===== src/rtl/extirq_pkg.sv =====
`timescale 1ns/1ps
package extirq_pkg;

  localparam int PRIO_W = 4;
  localparam int REG_W  = 32;

  localparam logic [2:0] RA_SENSE = 3'd0;
  localparam logic [2:0] RA_PRIO  = 3'd1;
  localparam logic [2:0] RA_SRC   = 3'd2;
  localparam logic [2:0] RA_MSET  = 3'd3;
  localparam logic [2:0] RA_MCLR  = 3'd4;

  // Low bit of the field of pin k; pin 0 sits at the top of the word.
  function automatic int fld_lsb(input int k, input int w);
    return REG_W - (k + 1) * w;
  endfunction

  // Bit of pin k in the one-bit-per-pin registers.
  function automatic int src_pos(input int k, input int srcw);
    return srcw - 1 - k;
  endfunction

  // Trigger condition for one pin from its code and two synchronized samples.
  function automatic logic sense_hit(input logic [3:0] code, input logic now,
                                     input logic was);
    case (code)
      4'd0:    return was & ~now;
      4'd1:    return ~was & now;
      4'd2:    return ~now;
      4'd3:    return now;
      4'd4:    return was ^ now;
      default: return 1'b0;
    endcase
  endfunction

  function automatic logic is_level_code(input logic [3:0] code);
    return (code == 4'd2) || (code == 4'd3);
  endfunction

endpackage


===== src/rtl/extirq_sync.sv =====
`timescale 1ns/1ps
module extirq_sync #(
  parameter int N = 8
) (
  input  logic         clk,
  input  logic         rst_n,
  input  logic [N-1:0] din,
  output logic [N-1:0] dout
);
  logic [N-1:0] stage1;

  always_ff @(posedge clk or negedge rst_n) begin
    if (!rst_n) begin
      stage1 <= '0;
      dout   <= '0;
    end else begin
      stage1 <= din;
      dout   <= stage1;
    end
  end
endmodule


===== src/rtl/extirq_pend_cell.sv =====
`timescale 1ns/1ps
module extirq_pend_cell import extirq_pkg::*; (
  input  logic       clk,
  input  logic       rst_n,
  input  logic       lvl_now,
  input  logic       lvl_was,
  input  logic [3:0] code,
  input  logic       clr_req,
  output logic       hit,
  output logic       is_level,
  output logic       pend
);
  logic code_dead;

  assign hit       = sense_hit(code, lvl_now, lvl_was);
  assign is_level  = is_level_code(code);
  assign code_dead = (code > 4'd4);

  always_ff @(posedge clk or negedge rst_n) begin
    if (!rst_n)        pend <= 1'b0;
    else if (is_level) pend <= hit;
    else if (hit)      pend <= 1'b1;
    else if (clr_req)  pend <= 1'b0;
  end


  edge_set_chk: assert property (@(posedge clk) disable iff (!rst_n)
    (!is_level && hit) |=> pend);


  level_follow_chk: assert property (@(posedge clk) disable iff (!rst_n)
    is_level |=> (pend == $past(hit)));


  dead_code_chk: assert property (@(posedge clk) disable iff (!rst_n)
    (code_dead && !pend) |=> !pend);
endmodule


===== src/rtl/extirq_regs.sv =====
`timescale 1ns/1ps
module extirq_regs import extirq_pkg::*; #(
  parameter int N    = 8,
  parameter int SW   = 4,
  parameter int SRCW = 8
) (
  input  logic                   clk,
  input  logic                   rst_n,
  input  logic                   bus_wen,
  input  logic [2:0]             bus_addr,
  input  logic [REG_W-1:0]       bus_wdata,
  input  logic [N-1:0]           pend,
  output logic [REG_W-1:0]       bus_rdata,
  output logic [N-1:0][SW-1:0]   sense_f,
  output logic [N-1:0][PRIO_W-1:0] prio_f,
  output logic [N-1:0]           mask_q,
  output logic [N-1:0]           src_clr
);
  always_ff @(posedge clk or negedge rst_n) begin
    if (!rst_n) begin
      sense_f <= '0;
      prio_f  <= '0;
      mask_q  <= '1;
    end else if (bus_wen) begin
      case (bus_addr)
        RA_SENSE: for (int k = 0; k < N; k++)
                    sense_f[k] <= bus_wdata[fld_lsb(k, SW) +: SW];
        RA_PRIO:  for (int k = 0; k < N; k++)
                    prio_f[k] <= bus_wdata[fld_lsb(k, PRIO_W) +: PRIO_W];
        RA_MSET:  for (int k = 0; k < N; k++)
                    if (bus_wdata[src_pos(k, SRCW)]) mask_q[k] <= 1'b1;
        RA_MCLR:  for (int k = 0; k < N; k++)
                    if (bus_wdata[src_pos(k, SRCW)]) mask_q[k] <= 1'b0;
        default: ;
      endcase
    end
  end

  always_comb begin
    for (int k = 0; k < N; k++)
      src_clr[k] = bus_wen && (bus_addr == RA_SRC) && !bus_wdata[src_pos(k, SRCW)];
  end

  always_comb begin
    bus_rdata = '0;
    case (bus_addr)
      RA_SENSE: for (int k = 0; k < N; k++)
                  bus_rdata[fld_lsb(k, SW) +: SW] = sense_f[k];
      RA_PRIO:  for (int k = 0; k < N; k++)
                  bus_rdata[fld_lsb(k, PRIO_W) +: PRIO_W] = prio_f[k];
      RA_SRC:   for (int k = 0; k < N; k++)
                  bus_rdata[src_pos(k, SRCW)] = pend[k];
      default:  bus_rdata = '0;
    endcase
  end
endmodule


===== src/rtl/extirq_ctrl.sv =====
`timescale 1ns/1ps
module extirq_ctrl import extirq_pkg::*; #(
  parameter int NUM_PINS = 8,
  parameter int SENSE_W  = 4,
  parameter int SRC_W    = 8
) (
  input  logic                clk,
  input  logic                rst_n,
  input  logic [NUM_PINS-1:0] pin_in,
  input  logic                bus_wen,
  input  logic [2:0]          bus_addr,
  input  logic [31:0]         bus_wdata,
  output logic [31:0]         bus_rdata,
  output logic [NUM_PINS-1:0] irq_req,
  output logic                irq_shared
);
  logic [NUM_PINS-1:0]               lvl_now, lvl_was;
  logic [NUM_PINS-1:0]               pend, hit, is_level, src_clr, mask_q, prio_nz;
  logic [NUM_PINS-1:0][SENSE_W-1:0]  sense_f;
  logic [NUM_PINS-1:0][PRIO_W-1:0]   prio_f;

  extirq_sync #(.N(NUM_PINS)) u_sync (
    .clk(clk), .rst_n(rst_n), .din(pin_in), .dout(lvl_now));

  always_ff @(posedge clk or negedge rst_n) begin
    if (!rst_n) lvl_was <= '0;
    else        lvl_was <= lvl_now;
  end

  extirq_regs #(.N(NUM_PINS), .SW(SENSE_W), .SRCW(SRC_W)) u_regs (
    .clk(clk), .rst_n(rst_n), .bus_wen(bus_wen), .bus_addr(bus_addr),
    .bus_wdata(bus_wdata), .pend(pend), .bus_rdata(bus_rdata),
    .sense_f(sense_f), .prio_f(prio_f), .mask_q(mask_q), .src_clr(src_clr));

  for (genvar k = 0; k < NUM_PINS; k++) begin : g_pin
    extirq_pend_cell u_cell (
      .clk(clk), .rst_n(rst_n), .lvl_now(lvl_now[k]), .lvl_was(lvl_was[k]),
      .code(4'(sense_f[k])), .clr_req(src_clr[k]), .hit(hit[k]),
      .is_level(is_level[k]), .pend(pend[k]));

    assign prio_nz[k] = |prio_f[k];
    assign irq_req[k] = pend[k] & ~mask_q[k] & prio_nz[k];


    mask_set_chk: assert property (@(posedge clk) disable iff (!rst_n)
      (bus_wen && bus_addr == RA_MSET && bus_wdata[src_pos(k, SRC_W)]) |=> !irq_req[k]);


    src_clear_chk: assert property (@(posedge clk) disable iff (!rst_n)
      (bus_wen && bus_addr == RA_SRC && !bus_wdata[src_pos(k, SRC_W)]
       && !hit[k] && !is_level[k]) |=> !pend[k]);
  end

  assign irq_shared = |irq_req;
endmodule


===== config.mk =====
export PLATFORM = sky130hd
export DESIGN_NAME = extirq_ctrl
export DESIGN_NICKNAME = d
export VERILOG_FILES = /design/src/rtl/extirq_pkg.sv /design/src/rtl/extirq_sync.sv /design/src/rtl/extirq_pend_cell.sv /design/src/rtl/extirq_regs.sv /design/src/rtl/extirq_ctrl.sv
export SDC_FILE = /design/constraint.sdc
export NUM_CORES = 1
export LEC_CHECK = 0
export ABC_AREA = 1
export BUFFER_PORTS_ARGS = -buffer_cell sky130_fd_sc_hd__buf_2
export CAP_MARGIN = 20
export CORE_MARGIN = 2
export CORE_UTILIZATION = 61
export DETAILED_ROUTE_END_ITERATION = 6
export PLACE_DENSITY = 0.89
export SYNTH_ARGS = -nofsm -noshare
export SYNTH_HDL_FRONTEND = slang
export SYNTH_SLANG_ARGS = --single-unit

===== constraint.sdc =====
create_clock -name clk -period 2.65 [get_ports clk]
set_input_delay 0.53 -clock clk [delete_from_list [all_inputs] [get_ports clk]]
set_output_delay 0.53 -clock clk [all_outputs]
set_load 0.02 [all_outputs]

==> Word level (Yosys, flattened, before mapping) <==
Index checks and enable logic that the tools add are counted.
{ "totals": {"regBits": 104, "output_inout_bits": 41, "elab_cells": 264} }
{ "op_classes": {"eq_ne": 52, "n_mux": 51, "n_bitwise": 64, "n_reduce_logical": 62} }
{ "ops": {"columns": ["cell", "n"], "rows": [
  ["equality test 4 x 2 -> 1 bit (second input constant)", 16],
  ["case mux 24 bit (2 select lines)", 1],
  ["2-to-1 mux 1 bit", 40],
  ["case mux 1 bit (5 select lines)", 8],
  ["AND 1 bit", 32],
  ["equality test 4 x 1 -> 1 bit (second input constant)", 8],
  ["equality test 4 x 3 -> 1 bit (second input constant)", 8],
  ["logical NOT 4 bit", 8],
  ["inequality test 2 bit (second input constant)", 16],
  ["AND reduction 4 bit", 8],
  ["OR reduction 4 bit", 8],
  ["inverter 1 bit", 24],
  ["case mux 8 bit (3 select lines)", 1],
  ["nonzero test 3 bit", 8],
  ["case mux 8 bit (2 select lines)", 1],
  ["logical AND 1 bit", 9],
  ["logical NOT 1 bit", 8],
  ["logical OR 1 bit", 8],
  ["OR reduction 8 bit", 1],
  ["XOR 1 bit", 8],
  ["equality test 3 x 2 -> 1 bit (second input constant)", 2],
  ["AND reduction 2 bit", 2],
  ["equality test 3 x 1 -> 1 bit (second input constant)", 1],
  ["equality test 3 bit (second input constant)", 1],
  ["other kinds (2)", 2]
]} }

==> Depth between registers and ports, before layout <==
Gate-level depths: netlist of the first run.
{ "depth": {"depth_word": 6, "ltp_mapped": 7, "ltp_nobuf": 7} }

==> Modules after synthesis <==
A second synthesis of the first run with hierarchy kept.
{ "hier_totals": {"cells_unflattened": 705, "area_unflattened_um2": 5330.1} }
{ "by_module_without_submodules": {"columns": ["module", "instances", "cells_each", "area_each_um2", "seq_area_each_um2"], "rows": [
  ["extirq_regs", 1, 410, 3266.9, 1811.7],
  ["extirq_pend_cell", 8, 26, 152.6, 25.0],
  ["extirq_ctrl", 1, 71, 441.7, 200.2],
  ["extirq_sync", 1, 16, 400.4, 400.4]
]} }

==> Least setup slack after synthesis of the first run <==
No wires, ideal clock.
{ "synth_timing": {"path_type": "input port to output port", "from": "input bus_addr[1]", "to": "output bus_rdata[29]", "arrival_ns": 1.409, "t_required_ns": 2.120, "setup_slack_ns": 0.711, "path_stages": 4, "n_path_buf": 1, "path_cell_list": "nor2_4 > nand2_4 > buf_2 > o21ai_0"} }
{ "synth_between": {"elab_chain_len": 2} }
{ "synth_rtl": {"columns": ["element", "line_no", "text"], "rows": [
  ["from (decl)", "extirq_ctrl.sv:11", "input logic [2:0] bus_addr,"],
  ["equality test 3 x 1 -> 1 bit or logical NOT 3 bit (tied branches)", "extirq_regs.sv:46", "case (bus_addr)"],
  ["case mux 24 bit (2 select lines) *", "extirq_regs.sv:46", null],
  ["to (decl)", "extirq_ctrl.sv:13", "output logic [31:0] bus_rdata,"]
]} }
Every way passes the cells marked *; elsewhere a longest branch is shown, timed or not.

==> Worst setup path after layout of the first run <==
{ "layout_timing": {"from": "input bus_addr[1]", "to": "output bus_rdata[0]"} }
{ "layout_between": {"elab_chain_len": 2} }
{ "layout_rtl": {"columns": ["element", "line_no"], "rows": [
  ["equality test 3 x 2 -> 1 bit (tied with other cells)", "extirq_regs.sv:46"],
  ["case mux 8 bit (3 select lines) *", "extirq_regs.sv:46"]
]} }
Marks and branches as above.

==> summary.txt, run 1 <==
Global route
  • Largest net degree at the start of global routing: 65
  • Total congestion overflow: 0
  • GRT Total Usage: 27.0%
  • Initial antenna violation count: 0
  • Vias in the first global route: 4379
  • First-pass GRT wire length: 20.6 mm

CTS
  • CTS max path bufs: 2
  • Clock sink count: 104
  • CTS Buf Count: 9
  • # resized after CTS: 0
  • Post-CTS setup buffers: 0
  • Clk Latency, worst-skew pair: 0.37 ns
  • Number of H-tree levels: 3
  • Hold_buf cts: 0
  • Clock root buffer: clkbuf_8
  • TritonCTS clock tree: done
  • Reg clk slew, reported paths: 0.10 ns

Power and ir drop
  • Sw power: 1530 uW
  • Gate power share: 28.4%
  • Clock network fraction of total power: 22.6%
  • Reg power frac: 49.1%
  • Cell internal pwr: 2760 uW
  • Switching part of the total: 35.7%
  • Peak VDD IR: 336 uV
  • Leak: 0.00331 uW
  • PD cells: 709 nW/um^2

STA
  • Hold Violations, Final: 0
  • Final period util: 86.2%
  • Setup TNS: 0 ns
  • Fin Clk Skew: 0.0148 ns
  • Worst setup margin: 0.365 ns
  • Max Slew Vio Count: 0
  • Unrepaired setup endpoints after global routing: no
  • Rel. slew slack: 61.6%
  • Final min period: 2.29 ns
  • Slew @ Worst Pin: 0.576 ns
  • Fmax achieved: 438 MHz
  • Final setup fails: 0

Logic synthesis
  • Sequential share of the synthesized area: 48.4%
  • Synth top area share: 44.5%
  • Synth Flop Type: dfrtp_1
  • Post-synth cell types: 25
  • Syn Area/Cell: 8.72 um^2
  • Mapped Area: 5400 um^2
  • Register bit total from synthesis: 104
  • Largest cells by area after synthesis: dfrtp_1 45%, o21ai_2 10%, nand2_1 9.7%
  • Cells after Synth: 619
  • Syn Nets: 681
  • Synth area leader: dfrtp_1
  • Post-synth EDFFs: 0
  • Yosys Warn Count: 0
  • Commonest cells post-synth: 140 x nand2_1, 125 x inv_1, 96 x dfrtp_1
  • Ys async rst share: 100%
  • Top-count cell post-synth: nand2_1

Setup path
  • Critical Path Source Type: input port
  • Worst path slowest cell: buf_4
  • CP Max Fanout: 15
  • Buf+Inv Stages, Crit Path: 3
  • Arr. time, crit path: 1.76 ns
  • Top Family by Delay on Critical Path: buffers and inverters
  • Critical path, cell by cell: buf_2, nor2_4, nand2_2, buf_4, o221ai_1, buf_2
  • Largest stage delay, worst path: 0.30 ns
  • Top cell by count, worst path: buf_2
  • Setup Crit Path Kind: input port to primary output
  • Req. time, crit path: 2.12 ns
  • Crit. End Element: primary output

Layout
  • Ant diodes: 0
  • Final-layout fill cell count: 634
  • Share of cells above drive strength 1: 26.7%
  • Final non-filler cell total: 819
  • Area delta synth->final: 12.3%
  • Nets: 768

Floorplan
  • Starting Density: 62.5%
  • I/O Pins: 87
  • Die H: 98.1 um
  • DIE AREA: 9620 um^2
  • DIE WIDTH: 98.1 um
  • FP Rows: 34
  • Total core area: 8640 um^2

Placed design
  • Final GP Congestion: 0.918
  • DP Cell Count: 803
  • Place WS: 0.385 ns
  • Port Buffers: 86
  • DP HPWL: 9.21 mm

Drt
  • Vias/cell: 5.47
  • DRC: 0
  • Routed length per instance: 15.3 um
  • Routed Antenna Nets: 0
  • Routed vias: 4480
  • Initial drt markers: 270
  • Drt total wl: 12.6 mm
  • TritonRoute pass-1 iters: 5

Flow run
  • Max Cap Viol: 0

Run status
  • Outcome: finished clean

Hold path
  • Hold WC Path Type: input port to asynchronous set/reset pin
==> layout by cell type (no fill, tap or decap), types with 2 or more instances in the layout <==
cell | synthesis | final
nand2_1 | 140 | 140
inv_1 | 125 | 125
dfrtp_1 | 96 | 96
buf_2 | 3 | 85
o21ai_2 | 64 | 64
nand3_1 | 41 | 41
a21oi_1 | 23 | 23
nor2_1 | 21 | 21
o21ai_0 | 21 | 21
o22ai_1 | 19 | 19
ha_1 | 16 | 16
clkbuf_8 | 0 | 9
o221ai_1 | 8 | 8
dfstp_2 | 8 | 8
buf_4 | 1 | 7
nand4_1 | 5 | 5
clkbuf_1 | 0 | 4
nand2_4 | 3 | 3
buf_12 | 0 | 3
inv_2 | 2 | 2
nand2_2 | 2 | 2
clkinvlp_4 | 0 | 2
==> metrics by stage <==
step / util [%] / power, uW / cell area [um^2] / hold WS, ns
4_1_cts: 70.2 / 4280 / 6060 / 0.157
2_1_floorplan: - / 2930 / 5400 / 0.234
5_1_grt: 70.2 / 4540 / 6060 / 0.186
6_report: 70.2 / 4300 / 6060 / 0.142
3_3_place_gp: 68.1 / 3260 / 5880 / 0.334
3_5_place_dp: 68.1 / 3340 / 5880 / 0.336
==> cells by family after synthesis <==
logic type	Yosys count	share of synthesized area [%]
xor gates and xnor gates	1	0.162
buffers and inverters	148	12.7
DFF	104	48.4
adders and majority gates	16	3.71
and+or+nand+nor	214	17.0
AOI/OAI and AO/OA	136	18.1
==> worst register-to-register path, delay by kind of cell, from the launching register on <==
family	cells	cell delay (ns)
adders and majority gates	1	0.28
DFF	1	0.43
AOI/OAI and AO/OA	1	0.17
and+or+nand+nor	4	0.28
==> state kept, by name (all words and copies together), names as in the netlist <==
register,cells
u_regs.sense_f,32
u_regs.prio_f,32
u_sync.stage1,8
g_pin.u_cell.pend,8
u_sync.dout,8
lvl_was,8
u_regs.mask_q,8
==> path summary, 6_finish.rpt <==
path | start | endpoint | slack [ns] | cells past startpoint
max | bus_addr[1] | bus_rdata[0] | 0.36 | 6
min | rst_n | u_sync.stage1[7] | 0.14 | 1
max reg2reg | u_sync.dout[1] | g_pin[1].u_cell.pend | 1.40 | 6
min reg2reg | u_sync.stage1[5] | u_sync.dout[5] | 0.35 | 0
max in group asynchronous | rst_n | u_regs.mask_q[0] | 1.84 | 2
min in group clk | pin_in[2] | u_sync.stage1[2] | 0.25 | 1
==> final cells by class <==
cell class / instances / area [um^2] / share of cell area, %
Clock inverter: 3 / 45.0 / 0.743
Multi-Input combinational cell: 367 / 2100 / 34.7
Clock buffer: 13 / 139 / 2.29
Sequential cell: 104 / 2610 / 43.1
Inverter: 129 / 492 / 8.11
Timing Repair Buffer: 95 / 538 / 8.87
Tap cell: 108 / 135 / 2.23
==> per-layer routing <==
metal  part of all wire, %  track usage, %  vias to the layer above
met4                   1.6            6.94                        0
met3                   7.9            4.80                       21
met5                     0               0                        -
met2                    49            44.6                      215
met1                    42            37.4                     2108
li1                      -               -                     2136
==> power groups by stage <==
| stage | logic (uW) | registers, uW | clock network (uW) |
|---|---|---|---|
| 2_1_floorplan | 868 | 2060 | 0 |
| 3_3_place_gp | 1150 | 2110 | 0 |
| 3_5_place_dp | 1210 | 2130 | 0 |
| 4_1_cts | 1210 | 2100 | 968 |
| 5_1_grt | 1360 | 2140 | 1040 |
| 6_report | 1220 | 2110 | 969 |
(Power assumes the default switching activity.)
==> inputs of run 2 (changes only) <==
--- a/config.mk
+++ b/config.mk
@@ -9,9 +9,10 @@
 export BUFFER_PORTS_ARGS = -buffer_cell sky130_fd_sc_hd__buf_2
 export CAP_MARGIN = 20
 export CORE_MARGIN = 2
-export CORE_UTILIZATION = 61
+export CORE_UTILIZATION = 51
 export DETAILED_ROUTE_END_ITERATION = 6
-export PLACE_DENSITY = 0.89
+export PLACE_DENSITY = 0.8
+export REMOVE_ABC_BUFFERS = 1
 export SYNTH_ARGS = -nofsm -noshare
 export SYNTH_HDL_FRONTEND = slang
 export SYNTH_SLANG_ARGS = --single-unit
==> constraint.sdc (replaced) <==
create_clock -name clk -period 2 [get_ports clk]
set_input_delay 0.4 -clock clk [delete_from_list [all_inputs] [get_ports clk]]
set_output_delay 0.4 -clock clk [all_outputs]
set_load 0.02 [all_outputs]
==> summary.txt, run 2 (same netlist as run 1, synthesis figures left out) <==
Setup path
  • Setup Crit Path Kind: flop to primary output
  • CP Max Fanout: 3
  • Arr. time, crit path: 1.53 ns
  • Critical Path Source Type: flop
  • Req. time, crit path: 1.60 ns
  • FF-to-FF setup slack: 0.79 ns
  • R2R depth: 6
  • R2r endpoint: g_pin[6].u_cell.pend
  • FF-to-FF Start: u_sync.dout[6]
  • Crit. End Element: primary output

Layout
  • Nets: 773
  • Biggest regs: u_regs.prio_f: 32 flops, u_regs.sense_f: 32 flops
  • Final non-filler cell total: 852
  • Fin util: 60.5%
  • Share of cells above drive strength 1: 28.2%
  • Area delta synth->final: 15.1%
  • Most frequent cells in the layout: 136 x nand2_1, 125 x inv_1, 96 x dfrtp_1
  • Ant diodes: 0
  • Commonest non-fill, non-tap cell in the layout: nand2_1

STA
  • Worst setup margin: 0.0683 ns
  • Rel. slew slack: 66.1%
  • Fmax achieved: 518 MHz
  • Hold Violations, Final: 0
  • Max Slew Vio Count: 0
  • Final min period: 1.93 ns
  • Final setup fails: 0
  • Fin Clk Skew: 0.00855 ns
  • Slew @ Worst Pin: 0.507 ns
  • Final period util: 96.6%
  • Setup TNS: 0 ns

CTS
  • Number of H-tree levels: 3
  • TritonCTS clock tree: done
  • Clock root buffer: clkbuf_8
  • CTS Buf Count: 9
  • Clk Latency, worst-skew pair: 0.36 ns
  • Reg clk slew, reported paths: 0.10 ns
  • Clock sink count: 104
  • CTS max path bufs: 2

Drt
  • Routed vias: 4418
  • Initial drt markers: 360
  • Routed length per instance: 14.5 um
  • TritonRoute pass-1 iters: 5
  • Routed Antenna Nets: 0
  • DRC: 0
  • Drt total wl: 12.4 mm
  • Vias/cell: 5.19

Floorplan
  • Starting Density: 52.5%
  • DIE AREA: 11400 um^2
  • I/O Pins: 87
  • DIE WIDTH: 107 um
  • Die H: 107 um
  • Total core area: 10300 um^2
  • FP Rows: 37

Hold path
  • Hold endpoint: u_sync.stage1[1]
  • HP Start: pin_in[1]
  • Hold WC Path Type: input port to flop
  • Worst Hold Depth: 1

Placed design
  • DP HPWL: 8.98 mm
  • DP Cell Count: 832
  • Final GP Congestion: 0.888
  • Place WS: 0.113 ns
  • Port Buffers: 86

Global route
  • Initial antenna violation count: 1
  • First-pass GRT wire length: 20.3 mm
  • GRT Total Usage: 22.5%
  • Vias in the first global route: 4342
  • Largest net degree at the start of global routing: 65
  • Total congestion overflow: 0

Run status
  • Outcome: finished clean

Power and ir drop
  • Peak VDD IR: 519 uV
  • PD cells: 931 nW/um^2
  • Leak: 0.00337 uW
  • Total power: 5780 uW

Flow run
  • Max Cap Viol: 0
## run 2: changes by cell type in the layout (fill, tap and decap cells not counted), sizes merged
| cell | before | now |
|---|---|---|
| inv | 129 | 130 |
| buf | 95 | 99 |
| clkinv | 0 | 2 |
| dlygate4sd3 | 0 | 1 |
| clkbuf | 13 | 10 |
## run 2: metrics by stage
stage / hold slack, ns / instance area [um^2]
2_1_floorplan: 0.104 / 5210
3_3_place_gp: 0.333 / 5960
3_5_place_dp: 0.335 / 5960
4_1_cts: 0.124 / 6170
5_1_grt: 0.111 / 6210
6_report: 0.132 / 6210
## run 2: power by group
part | total, uW | leakage (uW) | switching [uW] | internal (uW)
Clock | 1350 | 0.0000989 | 728 | 617
Combinational | 1650 | 0.00203 | 1030 | 621
Sequential | 2790 | 0.00125 | 286 | 2500
## run 2: how the worst max path moves through the flow
stage,startpoint,endpoint,slack [ns],depth (start not counted)
5_1_grt,u_regs.prio_f[31],irq_shared,-0.009,7
2_1_floorplan,bus_addr[1],bus_rdata[17],0.25,3
4_1_cts,u_regs.prio_f[30],irq_shared,0.08,7
6_report,u_regs.prio_f[31],irq_shared,0.07,7
3_5_place_dp,bus_addr[1],bus_rdata[3],0.11,7
3_3_place_gp,bus_addr[1],bus_rdata[3],0.14,7
## run 2: worst max-delay path, stage by stage (launching register included)
cell and delay [ns]:
dfrtp_1 0.42, nor2_1 0.15, nand3_1 0.11, nand2_2 0.11, nand2_2 0.06, nor2_1 0.08
nand2_1 0.09, buf_6 0.14
## run 2: layout make-up
type	instances	area, um^2
Multi-Input combinational cell	367	2110
Timing Repair Buffer	100	622
Fill cell	917	4060
Sequential cell	104	2610
Clock inverter	6	67.6
Clock buffer	10	138
Inverter	129	492
Tap cell	136	170
## run 2: timing repair
action                     in CTS  in global routing
hold buffers                    1                  0
resized for setup               0                  6
hold endpoints to repair       19                  0
setup buffers                   0                  3
setup endpoints to repair       0                  1
## run 2: routing by layer
| metal | wire length [um] | up-vias | part of all wire (%) | GRT usage (%) |
|---|---|---|---|---|
| li1 | - | 2148 | - | - |
| met4 | 348 | 0 | 2.8 | 9.28 |
| met1 | 5350 | 2106 | 43 | 29.9 |
| met2 | 6060 | 135 | 49 | 36.6 |
| met3 | 621 | 29 | 5.0 | 4.01 |
| met5 | 0 | - | 0 | 0 |
